### config.mk
export PLATFORM = sky130hd
export DESIGN_NAME = sdf_r22_stage
export DESIGN_NICKNAME = d
export VERILOG_FILES = /design/src/rtl/sdf_pkg.sv /design/src/rtl/sdf_delay_line.sv /design/src/rtl/sdf_bf1.sv /design/src/rtl/sdf_bf2.sv /design/src/rtl/sdf_ctrl.sv /design/src/rtl/sdf_r22_stage.sv
export SDC_FILE = /design/constraint.sdc
export NUM_CORES = 1
export LEC_CHECK = 0
export BUFFER_PORTS_ARGS = -buffer_cell sky130_fd_sc_hd__clkbuf_2
export CELL_PAD_IN_SITES_DETAIL_PLACEMENT = 2
export CELL_PAD_IN_SITES_GLOBAL_PLACEMENT = 2
export CORE_MARGIN = 3
export CORE_UTILIZATION = 40
export CTS_CLUSTER_DIAMETER = 200
export CTS_CLUSTER_SIZE = 24
export DETAILED_ROUTE_END_ITERATION = 12
export PLACE_DENSITY = 0.74
export SLEW_MARGIN = 5
export SYNTH_ARGS = -nofsm -noshare
export SYNTH_HDL_FRONTEND = slang
export SYNTH_HIERARCHICAL = 1
export SYNTH_SLANG_ARGS = --single-unit
export TNS_END_PERCENT = 5
### constraint.sdc
create_clock -name clk -period 6.6 [get_ports clk]
set_clock_uncertainty 0.15 [all_clocks]
set_input_delay 0.66 -clock clk [delete_from_list [all_inputs] [get_ports clk]]
set_output_delay 0.66 -clock clk [all_outputs]
set_load 0.01 [all_outputs]
### src/rtl/sdf_pkg.sv
package sdf_pkg;

    typedef enum logic {
        ST_FILL = 1'b0,
        ST_RUN  = 1'b1
    } fill_state_e;

    function automatic int stage_latency(input int blk_log, input int has_bf2);
        if (has_bf2 != 0)
            return (3 * (2 ** blk_log)) / 4;
        else
            return (2 ** blk_log) / 2;
    endfunction

endpackage

### src/rtl/sdf_delay_line.sv
module sdf_delay_line #(
    parameter int WIDTH = 26,
    parameter int DEPTH = 8
) (
    input  logic             clk,
    input  logic             en,
    input  logic [WIDTH-1:0] din,
    output logic [WIDTH-1:0] dout
);
    logic [WIDTH-1:0] taps [DEPTH];

    always_ff @(posedge clk) begin
        if (en) begin
            taps[0] <= din;
            for (int i = 1; i < DEPTH; i++)
                taps[i] <= taps[i-1];
        end
    end

    assign dout = taps[DEPTH-1];
endmodule

### src/rtl/sdf_bf1.sv
// Radix-2 feedback butterfly. sel=0: store input, emit stored difference.
// sel=1: emit stored+input, store stored-input.
module sdf_bf1 #(
    parameter int IN_W  = 12,
    parameter int DEPTH = 8
) (
    input  logic                   clk,
    input  logic                   en,
    input  logic                   sel,
    input  logic signed [IN_W-1:0] a_re,
    input  logic signed [IN_W-1:0] a_im,
    output logic signed [IN_W:0]   y_re,
    output logic signed [IN_W:0]   y_im
);
    localparam int OW = IN_W + 1;

    logic signed [OW-1:0] x_re, x_im;
    logic signed [OW-1:0] d_re, d_im;
    logic signed [OW-1:0] s_re, s_im;
    logic signed [OW-1:0] f_re, f_im;
    logic signed [OW-1:0] w_re, w_im;
    logic [2*OW-1:0]      fb_in, fb_out;

    assign x_re = {a_re[IN_W-1], a_re};
    assign x_im = {a_im[IN_W-1], a_im};

    sdf_delay_line #(.WIDTH(2*OW), .DEPTH(DEPTH)) fb_i (
        .clk  (clk),
        .en   (en),
        .din  (fb_in),
        .dout (fb_out)
    );

    assign {d_re, d_im} = fb_out;

    always_comb begin
        s_re = d_re + x_re;
        s_im = d_im + x_im;
        f_re = d_re - x_re;
        f_im = d_im - x_im;
        w_re = sel ? f_re : x_re;
        w_im = sel ? f_im : x_im;
        y_re = sel ? s_re : d_re;
        y_im = sel ? s_im : d_im;
    end

    assign fb_in = {w_re, w_im};
endmodule

### src/rtl/sdf_bf2.sv
// Second butterfly: optional -j rotation (swap + negate) ahead of a feedback butterfly.
module sdf_bf2 #(
    parameter int IN_W  = 13,
    parameter int DEPTH = 4
) (
    input  logic                   clk,
    input  logic                   en,
    input  logic                   sel,
    input  logic                   rot,
    input  logic signed [IN_W-1:0] a_re,
    input  logic signed [IN_W-1:0] a_im,
    output logic signed [IN_W:0]   y_re,
    output logic signed [IN_W:0]   y_im
);
    logic signed [IN_W-1:0] r_re, r_im;

    // Rotated samples are first-butterfly differences, which never reach the
    // most negative code, so negation in IN_W bits is exact.
    always_comb begin
        if (rot) begin
            r_re = a_im;
            r_im = -a_re;
        end else begin
            r_re = a_re;
            r_im = a_im;
        end
    end

    sdf_bf1 #(.IN_W(IN_W), .DEPTH(DEPTH)) core_i (
        .clk  (clk),
        .en   (en),
        .sel  (sel),
        .a_re (r_re),
        .a_im (r_im),
        .y_re (y_re),
        .y_im (y_im)
    );
endmodule

### src/rtl/sdf_ctrl.sv
module sdf_ctrl
    import sdf_pkg::*;
#(
    parameter int BLK_LOG = 4,
    parameter int HAS_BF2 = 1
) (
    input  logic               clk,
    input  logic               rst,
    input  logic               in_valid,
    input  logic               frame_start,
    output logic               c1,
    output logic               c2,
    output logic               rot,
    output logic [BLK_LOG-1:0] pos_o,
    output logic               out_en_q
);
    localparam int LAT = stage_latency(BLK_LOG, HAS_BF2);
    localparam int CW  = $clog2(LAT + 1);

    fill_state_e        state_q, state_cur, state_nx;
    logic [BLK_LOG-1:0] pos_q, pos_cur;
    logic [CW-1:0]      fill_q, fill_cur, fill_nx;
    logic               restart;

    assign restart = in_valid & frame_start;

    always_comb begin
        pos_cur   = restart ? '0 : pos_q;
        fill_cur  = restart ? '0 : fill_q;
        state_cur = restart ? ST_FILL : state_q;
    end

    // next-state logic
    always_comb begin
        state_nx = state_cur;
        fill_nx  = fill_cur;
        if (in_valid) begin
            unique case (state_cur)
                ST_FILL: begin
                    if (fill_cur == CW'(LAT - 1))
                        state_nx = ST_RUN;
                    else
                        fill_nx = fill_cur + CW'(1);
                end
                ST_RUN: state_nx = ST_RUN;
                default: state_nx = ST_FILL;
            endcase
        end
    end

    // state register
    always_ff @(posedge clk) begin
        if (rst) begin
            state_q <= ST_FILL;
            fill_q  <= '0;
            pos_q   <= '0;
        end else begin
            state_q <= state_nx;
            fill_q  <= fill_nx;
            if (in_valid)
                pos_q <= pos_cur + BLK_LOG'(1);
        end
    end

    // outputs
    always_ff @(posedge clk) begin
        if (rst)
            out_en_q <= 1'b0;
        else
            out_en_q <= in_valid && (state_cur == ST_RUN);
    end

    assign c1    = pos_cur[BLK_LOG-1];
    assign pos_o = pos_q;

    generate
        if (HAS_BF2 != 0) begin : g_bf2_ctl
            // Second butterfly sees the stream shifted by L/2, so its top bit is inverted.
            assign c2  = pos_cur[BLK_LOG-2];
            assign rot = ~pos_cur[BLK_LOG-1] & pos_cur[BLK_LOG-2];
        end else begin : g_no_bf2_ctl
            assign c2  = 1'b0;
            assign rot = 1'b0;
        end
    endgenerate
endmodule

### src/rtl/sdf_r22_stage.sv
module sdf_r22_stage #(
    parameter int IN_W    = 12,
    parameter int BLK_LOG = 4,
    parameter int HAS_BF2 = 1
) (
    input  logic                          clk,
    input  logic                          rst,
    input  logic                          in_valid,
    input  logic                          frame_start,
    input  logic signed [IN_W-1:0]        in_re,
    input  logic signed [IN_W-1:0]        in_im,
    output logic                          out_valid,
    output logic signed [IN_W+HAS_BF2:0]  out_re,
    output logic signed [IN_W+HAS_BF2:0]  out_im
);
    localparam int D1 = 2 ** (BLK_LOG - 1);
    localparam int OW = IN_W + 1 + HAS_BF2;

    logic                   c1, c2, rot;
    logic [BLK_LOG-1:0]     pos;
    logic signed [IN_W:0]   y1_re, y1_im;
    logic signed [OW-1:0]   st_re, st_im;

    sdf_ctrl #(.BLK_LOG(BLK_LOG), .HAS_BF2(HAS_BF2)) ctrl_i (
        .clk         (clk),
        .rst         (rst),
        .in_valid    (in_valid),
        .frame_start (frame_start),
        .c1          (c1),
        .c2          (c2),
        .rot         (rot),
        .pos_o       (pos),
        .out_en_q    (out_valid)
    );

    sdf_bf1 #(.IN_W(IN_W), .DEPTH(D1)) bf1_i (
        .clk  (clk),
        .en   (in_valid),
        .sel  (c1),
        .a_re (in_re),
        .a_im (in_im),
        .y_re (y1_re),
        .y_im (y1_im)
    );

    generate
        if (HAS_BF2 != 0) begin : g_bf2
            localparam int D2 = 2 ** (BLK_LOG - 2);
            sdf_bf2 #(.IN_W(IN_W + 1), .DEPTH(D2)) bf2_i (
                .clk  (clk),
                .en   (in_valid),
                .sel  (c2),
                .rot  (rot),
                .a_re (y1_re),
                .a_im (y1_im),
                .y_re (st_re),
                .y_im (st_im)
            );
        end else begin : g_bf1_only
            assign st_re = y1_re;
            assign st_im = y1_im;
        end
    endgenerate

    always_ff @(posedge clk) begin
        if (rst) begin
            out_re <= '0;
            out_im <= '0;
        end else if (in_valid) begin
            out_re <= st_re;
            out_im <= st_im;
        end
    end
endmodule

After elaboration in Yosys (flattened, before gate mapping)
Memories as Yosys holds them, arrays and structs flattened. Cells that the tools add are included.

Register bits: 38. Latch bits: 0. RAM bits: 320. ROM bits: 0. Input port bits: 28. Output and inout port bits: 29. Logic and storage cells: 46. Memories kept: 2.

Add/sub/neg operators: 11. $mul: 0. Div/mod/pow operators: 0. Magnitude comparators: 0. Equal/unequal tests: 1. Shift operators: 0. Multiplexer cells: 21. Bitwise gates (word level): 4. Reductions and logical operators: 1.

Memory list: bf1_i.fb_i.taps (words 8, width 26, read ports 8, clocked after memory_dff 0, wr ports 8, RTL line sdf_delay_line.sv:10) `logic [WIDTH-1:0] taps [DEPTH];`; g_bf2.bf2_i.core_i.fb_i.taps (words 4, width 28, read ports 4, clocked after memory_dff 0, wr ports 4, RTL line sdf_delay_line.sv:10).

Operator list (count): two-way mux 13 bit (6); two-way mux 14 bit (4); adder 14 x 13 -> 14 bit (2); subtractor 14 x 13 -> 14 bit (2); adder 13 x 12 -> 13 bit (2); subtractor 13 x 12 -> 13 bit (2); two-way mux 4 bit (5); negation 13 bit (1); adder 4 x 1 -> 4 bit (second input constant) (2); two-way mux 1 bit (5); == test 4 bit (second input constant) (1); bitwise AND 1 bit (2); NOT 1 bit (2); one-hot mux 1 bit (2 select lines) (1); logical AND 1 bit (1).

Depth between registers and ports, before layout
Depth after elaboration: 7. Mapped depth: 26. Mapped depth without buffers: 23.

Hierarchy
The synthesis kept the hierarchy.

By module, submodules not included: sdf_delay_line (bf1_i.fb_i) (times used 1, cells each 234, area an instance 6441.2 um2, sequential area each 6246.0 um2); sdf_delay_line (g_bf2.bf2_i.core_i.fb_i) (times used 1, cells each 112, area an instance 3363.2 um2, sequential area each 3363.2 um2); sdf_bf1 (g_bf2.bf2_i.core_i) (times used 1, cells each 470, area an instance 3055.4 um2, sequential area each 0.0 um2); sdf_bf1 (bf1_i) (times used 1, cells each 420, area an instance 2831.5 um2, sequential area each 0.0 um2); sdf_r22_stage (times used 1, cells each 90, area an instance 1012.2 um2, sequential area each 560.5 um2); sdf_bf2 (times used 1, cells each 77, area an instance 555.5 um2, sequential area each 0.0 um2); sdf_ctrl (times used 1, cells each 63, area an instance 539.3 um2, sequential area each 200.2 um2).

Worst setup path after synthesis
OpenSTA, ideal clock, no wires.

Kind: input -> register. From: input frame_start. To: register out_im[13]. Library setup time: 118 ps. Arrival: 5280 ps. Required time: 6332 ps. Slack: 1053 ps. Stages: 23. Buffers on the path: 4. Path through: nand2_1 clkbuf_1 and2_1 clkbuf_1 clkbuf_1 o21ai_0 inv_1 ha_1 or3b_1 clkbuf_1 o31a_2 o31ai_1 inv_1 ha_1 inv_1 a2111oi_0 a21oi_1 a2111oi_1 xnor2_1 nand2_1 xnor2_1 mux2i_1 nor2_1.

Word-level cells in the longest chain between the ends: 7. Elaborated cells between the ends (all ways): 10. Those cells by class: add/sub: 2; mux: 5; bitwise: 3.

Ends and longest elaborated chain: from (decl) (RTL line sdf_r22_stage.sv:9) `input logic frame_start,`; bitwise AND 1 bit (RTL line sdf_ctrl.sv:25) `assign restart = in_valid & frame_start;`; two-way mux 4 bit (RTL line sdf_ctrl.sv:28) `pos_cur = restart ? '0 : pos_q;`; net c1 (RTL line sdf_r22_stage.sv:19) `logic c1, c2, rot;`; two-way mux 13 bit (RTL line sdf_bf1.sv:43) `y_re = sel ? s_re : d_re;`; net y1_re[0] (RTL line sdf_r22_stage.sv:21) `logic signed [IN_W:0] y1_re, y1_im;`; negation 13 bit (RTL line sdf_bf2.sv:22) `r_im = -a_re;`; two-way mux 13 bit (RTL line sdf_bf2.sv:20) `if (rot) begin`; net g_bf2.bf2_i.r_im[6] (RTL line sdf_bf2.sv:15) `logic signed [IN_W-1:0] r_re, r_im;`; adder 14 x 13 -> 14 bit (RTL line sdf_bf1.sv:38) `s_im = d_im + x_im;`; two-way mux 14 bit (RTL line sdf_bf1.sv:44) `y_im = sel ? s_im : d_im;`; net st_im[13] (RTL line sdf_r22_stage.sv:22) `logic signed [OW-1:0] st_re, st_im;`; to (signal assigned) (RTL line sdf_r22_stage.sv:71) `out_im <= st_im;`; to (decl) (RTL line sdf_r22_stage.sv:14) `output logic signed [IN_W+HAS_BF2:0] out_im`.

The timed path passes the listed nets, and every way through them passes these cells. A chain may end at the register's enable or synchronous reset.

==> results.yml <==
status:
  run_status: "completed"
synthesis:
  postSynthNetCount: 1604
  ys.flop_type: "edfxtp_1"
  yosys.area.top_type: "edfxtp_1"
  synth-seq-cells: 358
  synthesis.instances: 1466
  yosysUniqueCellTypes: 86
  yosysSeqAreaShare_pct: 58.26
  post-synth-top-count-cell: "edfxtp_1"
  synth_area_mm2: 0.01780
  post_synth.cell_area_avg_um2: 12.14
  synthTopCellsByArea: "edfxtp_1, ha_1, dfxtp_1"
  synth_common_cells: "edfxtp_1, nor2_1, ha_1"
  edff_count_synth: 320
  post-synth-top-area-fraction_pct: 53.99
  yosys_warnings: 6
  synth_async_sr_flop_share_pct: 0
clocking:
  clk_path_buf_depth: 3
  clock_sink_count: 358
  cts_tree: "done"
  cts_inserted_buffers: 18
  cts_post_setup_buffers_inserted: 0
  clk-insertion-delay-late_ns: 0.55
  clk_pin_slew_ns: 0.11
  root_buffer: "clkbuf_16"
  cts.hold.buffers_added: 0
  h-tree-depth: 1
  cts.repair.resized: 0
global_routing:
  first_global_vias: 12040
  grt.total_usage_pct: 19.10
  grt_pass1_wl_um: 70690
  global_route.overflow_total: 0
  antenna_found_initial: 0
  grt_start_max_net_pins: 88
timing:
  hold_viol_final: 0
  rsz0062_at_grt: "no"
  post-route-min-period_ns: 5.886
  maxSlewViolCount: 0
  fin_setup_tns_ns: 0
  finalHoldWorstSlack_ns: 0.2657
  tightestPinTransition_ns: 1.084
  finalSetupViolCount: 0
  max_freq_mhz: 169.9
  slew_headroom_pct: 27.72
  finalWorstSetupSlack_ns: 0.7145
  post-route-period-util_pct: 89.17
final_layout:
  finish.utilization_pct: 43.65
  fill_cells: 4467
  area_delta_synth_final_pct: 6.798
  design.final.nets: 1616
  design_area_mm2: 0.01901
  n_antenna_cell: 0
  post_route_cells_drive_above_1_share_pct: 9.664
setup_path:
  required_ns: 6.86
  worst_setup_path_start_kind: "flip-flop"
  crit_fanout: 8
  worstSetupPathType: "flip-flop to flip-flop"
  critical_path_arrival_ns: 6.14
  timing.critical_path.to_type: "flip-flop"
worst_hold_path:
  hp-class: "flip-flop to flip-flop"
power:
  power_spent_charging_and_discharging_nets_w: 0.001192
  comb_power_share_pct: 14.2
  internal_power_w: 0.003407
  p_leak_nw: 7.149
  swShare_pct: 25.91
  clock_share_of_power_pct: 27.8
  irDropWorstVdd_uv: 188.8
  power.share.sequential_pct: 58.0
  power_density_over_cell_area_mw_per_mm2: 242.0
drt:
  drt_first_iter_violations: 687
  dr.pass1.iters: 4
  post_drt_via_cell_ratio: 5.360
  wl_per_cell_um: 21.62
  postRouteAntennaNets: 0
  detailroute.via_count: 11120
  finalWirelength_um: 44870
  route.detailed.drc: 0
placed_design:
  gp_congestion: 0.8097
  placement.io_buffers: 56
  dpl.hpwl_um: 32430
  post-place-ws_ns: 0.3173
  placedInstanceArea_mm2: 0.01847
floorplanning:
  die-area_mm2: 0.04706
  site_rows: 76
  io_pins: 57
  placeableCoreArea_mm2: 0.04355
  floorplan.initialDensity_pct: 40.87
  die_width_um: 216.9
  dieHeight_um: 216.9
flow_run:
  max_cap_violations: 0
## cell type report
| type | instances | area (um^2) | share of cell area (%) |
|---|---|---|---|
| Timing Repair Buffer | 72 | 410.4 | 2.159 |
| Clock buffer | 32 | 534.3 | 2.811 |
| Tap cell | 585 | 732.0 | 3.851 |
| Inverter | 104 | 392.9 | 2.067 |
| Multi-Input combinational cell | 924 | 6569 | 34.56 |
| Sequential cell | 358 | 10370 | 54.55 |
## worst paths after layout
| path | slack (ns) | endpoint | start | cells after the start |
|---|---|---|---|---|
| setup / recovery | 0.71 | out_im[13] | bf1_i/fb_i/taps[1][91] | 21 |
| hold / removal | 0.27 | bf1_i/fb_i/taps[0][92] | bf1_i/fb_i/taps[0][66] | 0 |
| setup reg to reg | 0.71 | out_im[13] | bf1_i/fb_i/taps[1][91] | 21 |
| hold reg to reg | 0.27 | bf1_i/fb_i/taps[0][92] | bf1_i/fb_i/taps[0][66] | 0 |
## metrics by stage
step	total power (W)	instances
finish	0.004599	2075
global route	0.004820	2075
CTS	0.004665	2075
detailed placement	0.003373	2043
global placement	0.003328	2043
floorplan	0.003140	1466
## layer usage
| layer | vias to the layer above | routed length, um | GRT usage, % |
|---|---|---|---|
| li1 | 5282 | - | - |
| met1 | 5678 | 21040 | 26.20 |
| met2 | 110 | 21750 | 32.89 |
| met3 | 52 | 966 | 1.997 |
| met4 | 0 | 1114 | 4.436 |
| met5 | - | 0 | 0 |
## state kept, by name, summed over array words and instances, names as in the netlist
name and count:
bf1_i/fb_i/taps 208, ctrl_i/fill_q 4, ctrl_i/out_en_q 1, ctrl_i/pos_o 4
ctrl_i/state_q 1, g_bf2.bf2_i/core_i/fb_i/taps 112, out_im 14, out_re 14
## layout by cell type (no fill, tap or decap), types with 5 or more instances in the layout
cell type / Yosys / final
o21ai_0: 69 / 69
inv_1: 101 / 101
mux2i_1: 53 / 53
nand3_1: 14 / 14
nor3_1: 23 / 23
mux2_2: 20 / 20
or2_2: 6 / 6
dfxtp_1: 38 / 38
or4_1: 5 / 5
fa_1: 8 / 8
xor2_1: 12 / 12
o31ai_1: 20 / 20
o21bai_1: 13 / 13
nand2b_1: 28 / 28
a31oi_1: 15 / 15
clkbuf_16: 0 / 19
nor2_1: 147 / 147
edfxtp_1: 320 / 320
o21a_1: 11 / 11
buf_4: 27 / 16
a211oi_1: 7 / 7
a21oi_1: 99 / 99
nor2b_1: 16 / 15
clkbuf_1: 30 / 12
nor4_1: 13 / 13
o211ai_1: 7 / 7
nand2_1: 61 / 61
clkbuf_2: 2 / 55
a221oi_1: 5 / 5
a21o_1: 5 / 5
ha_1: 102 / 102
xnor2_1: 62 / 62
or3_1: 17 / 17
## worst max-delay path, stage by stage, from the launching register on
cell	delay (ns)
edfxtp_1	0.40
ha_1	0.20
inv_1	0.06
fa_1	0.40
o21bai_1	0.35
a2111oi_4	0.13
nor3_1	0.42
a21boi_2	0.11
xnor2_1	0.14
a21oi_1	0.16
or4_1	0.61
o31a_1	0.26
o31ai_1	0.48
inv_1	0.18
ha_1	0.49
nor4_1	0.09
a2111oi_1	0.46
xnor2_1	0.17
nand2_1	0.08
xnor2_1	0.17
mux2i_1	0.15
nor2_1	0.06
## power groups by stage
| stage | Combinational, W | Clock [W] | Sequential, W |
|---|---|---|---|
| 2_1_floorplan | 0.000451 | 0 | 0.00269 |
| 3_3_place_gp | 0.000622 | 0 | 0.00271 |
| 3_5_place_dp | 0.000654 | 0 | 0.00272 |
| 4_1_cts | 0.000660 | 0.00133 | 0.00267 |
| 5_1_grt | 0.000730 | 0.00141 | 0.00268 |
| 6_report | 0.000653 | 0.00128 | 0.00267 |
## cell families after synthesis
group / Yosys count / share of synthesized area [%]
AND/OR/NAND/NOR: 366 / 10.11
adder cells (fa/ha/maj): 110 / 8.070
flip-flops: 358 / 58.26
AO/OA/AOI/OAI: 301 / 10.81
buffers and inverters: 184 / 4.858
XOR/XNOR: 74 / 3.641
multiplexers: 73 / 4.246
Note: power is estimated with default switching activity, not from simulation.
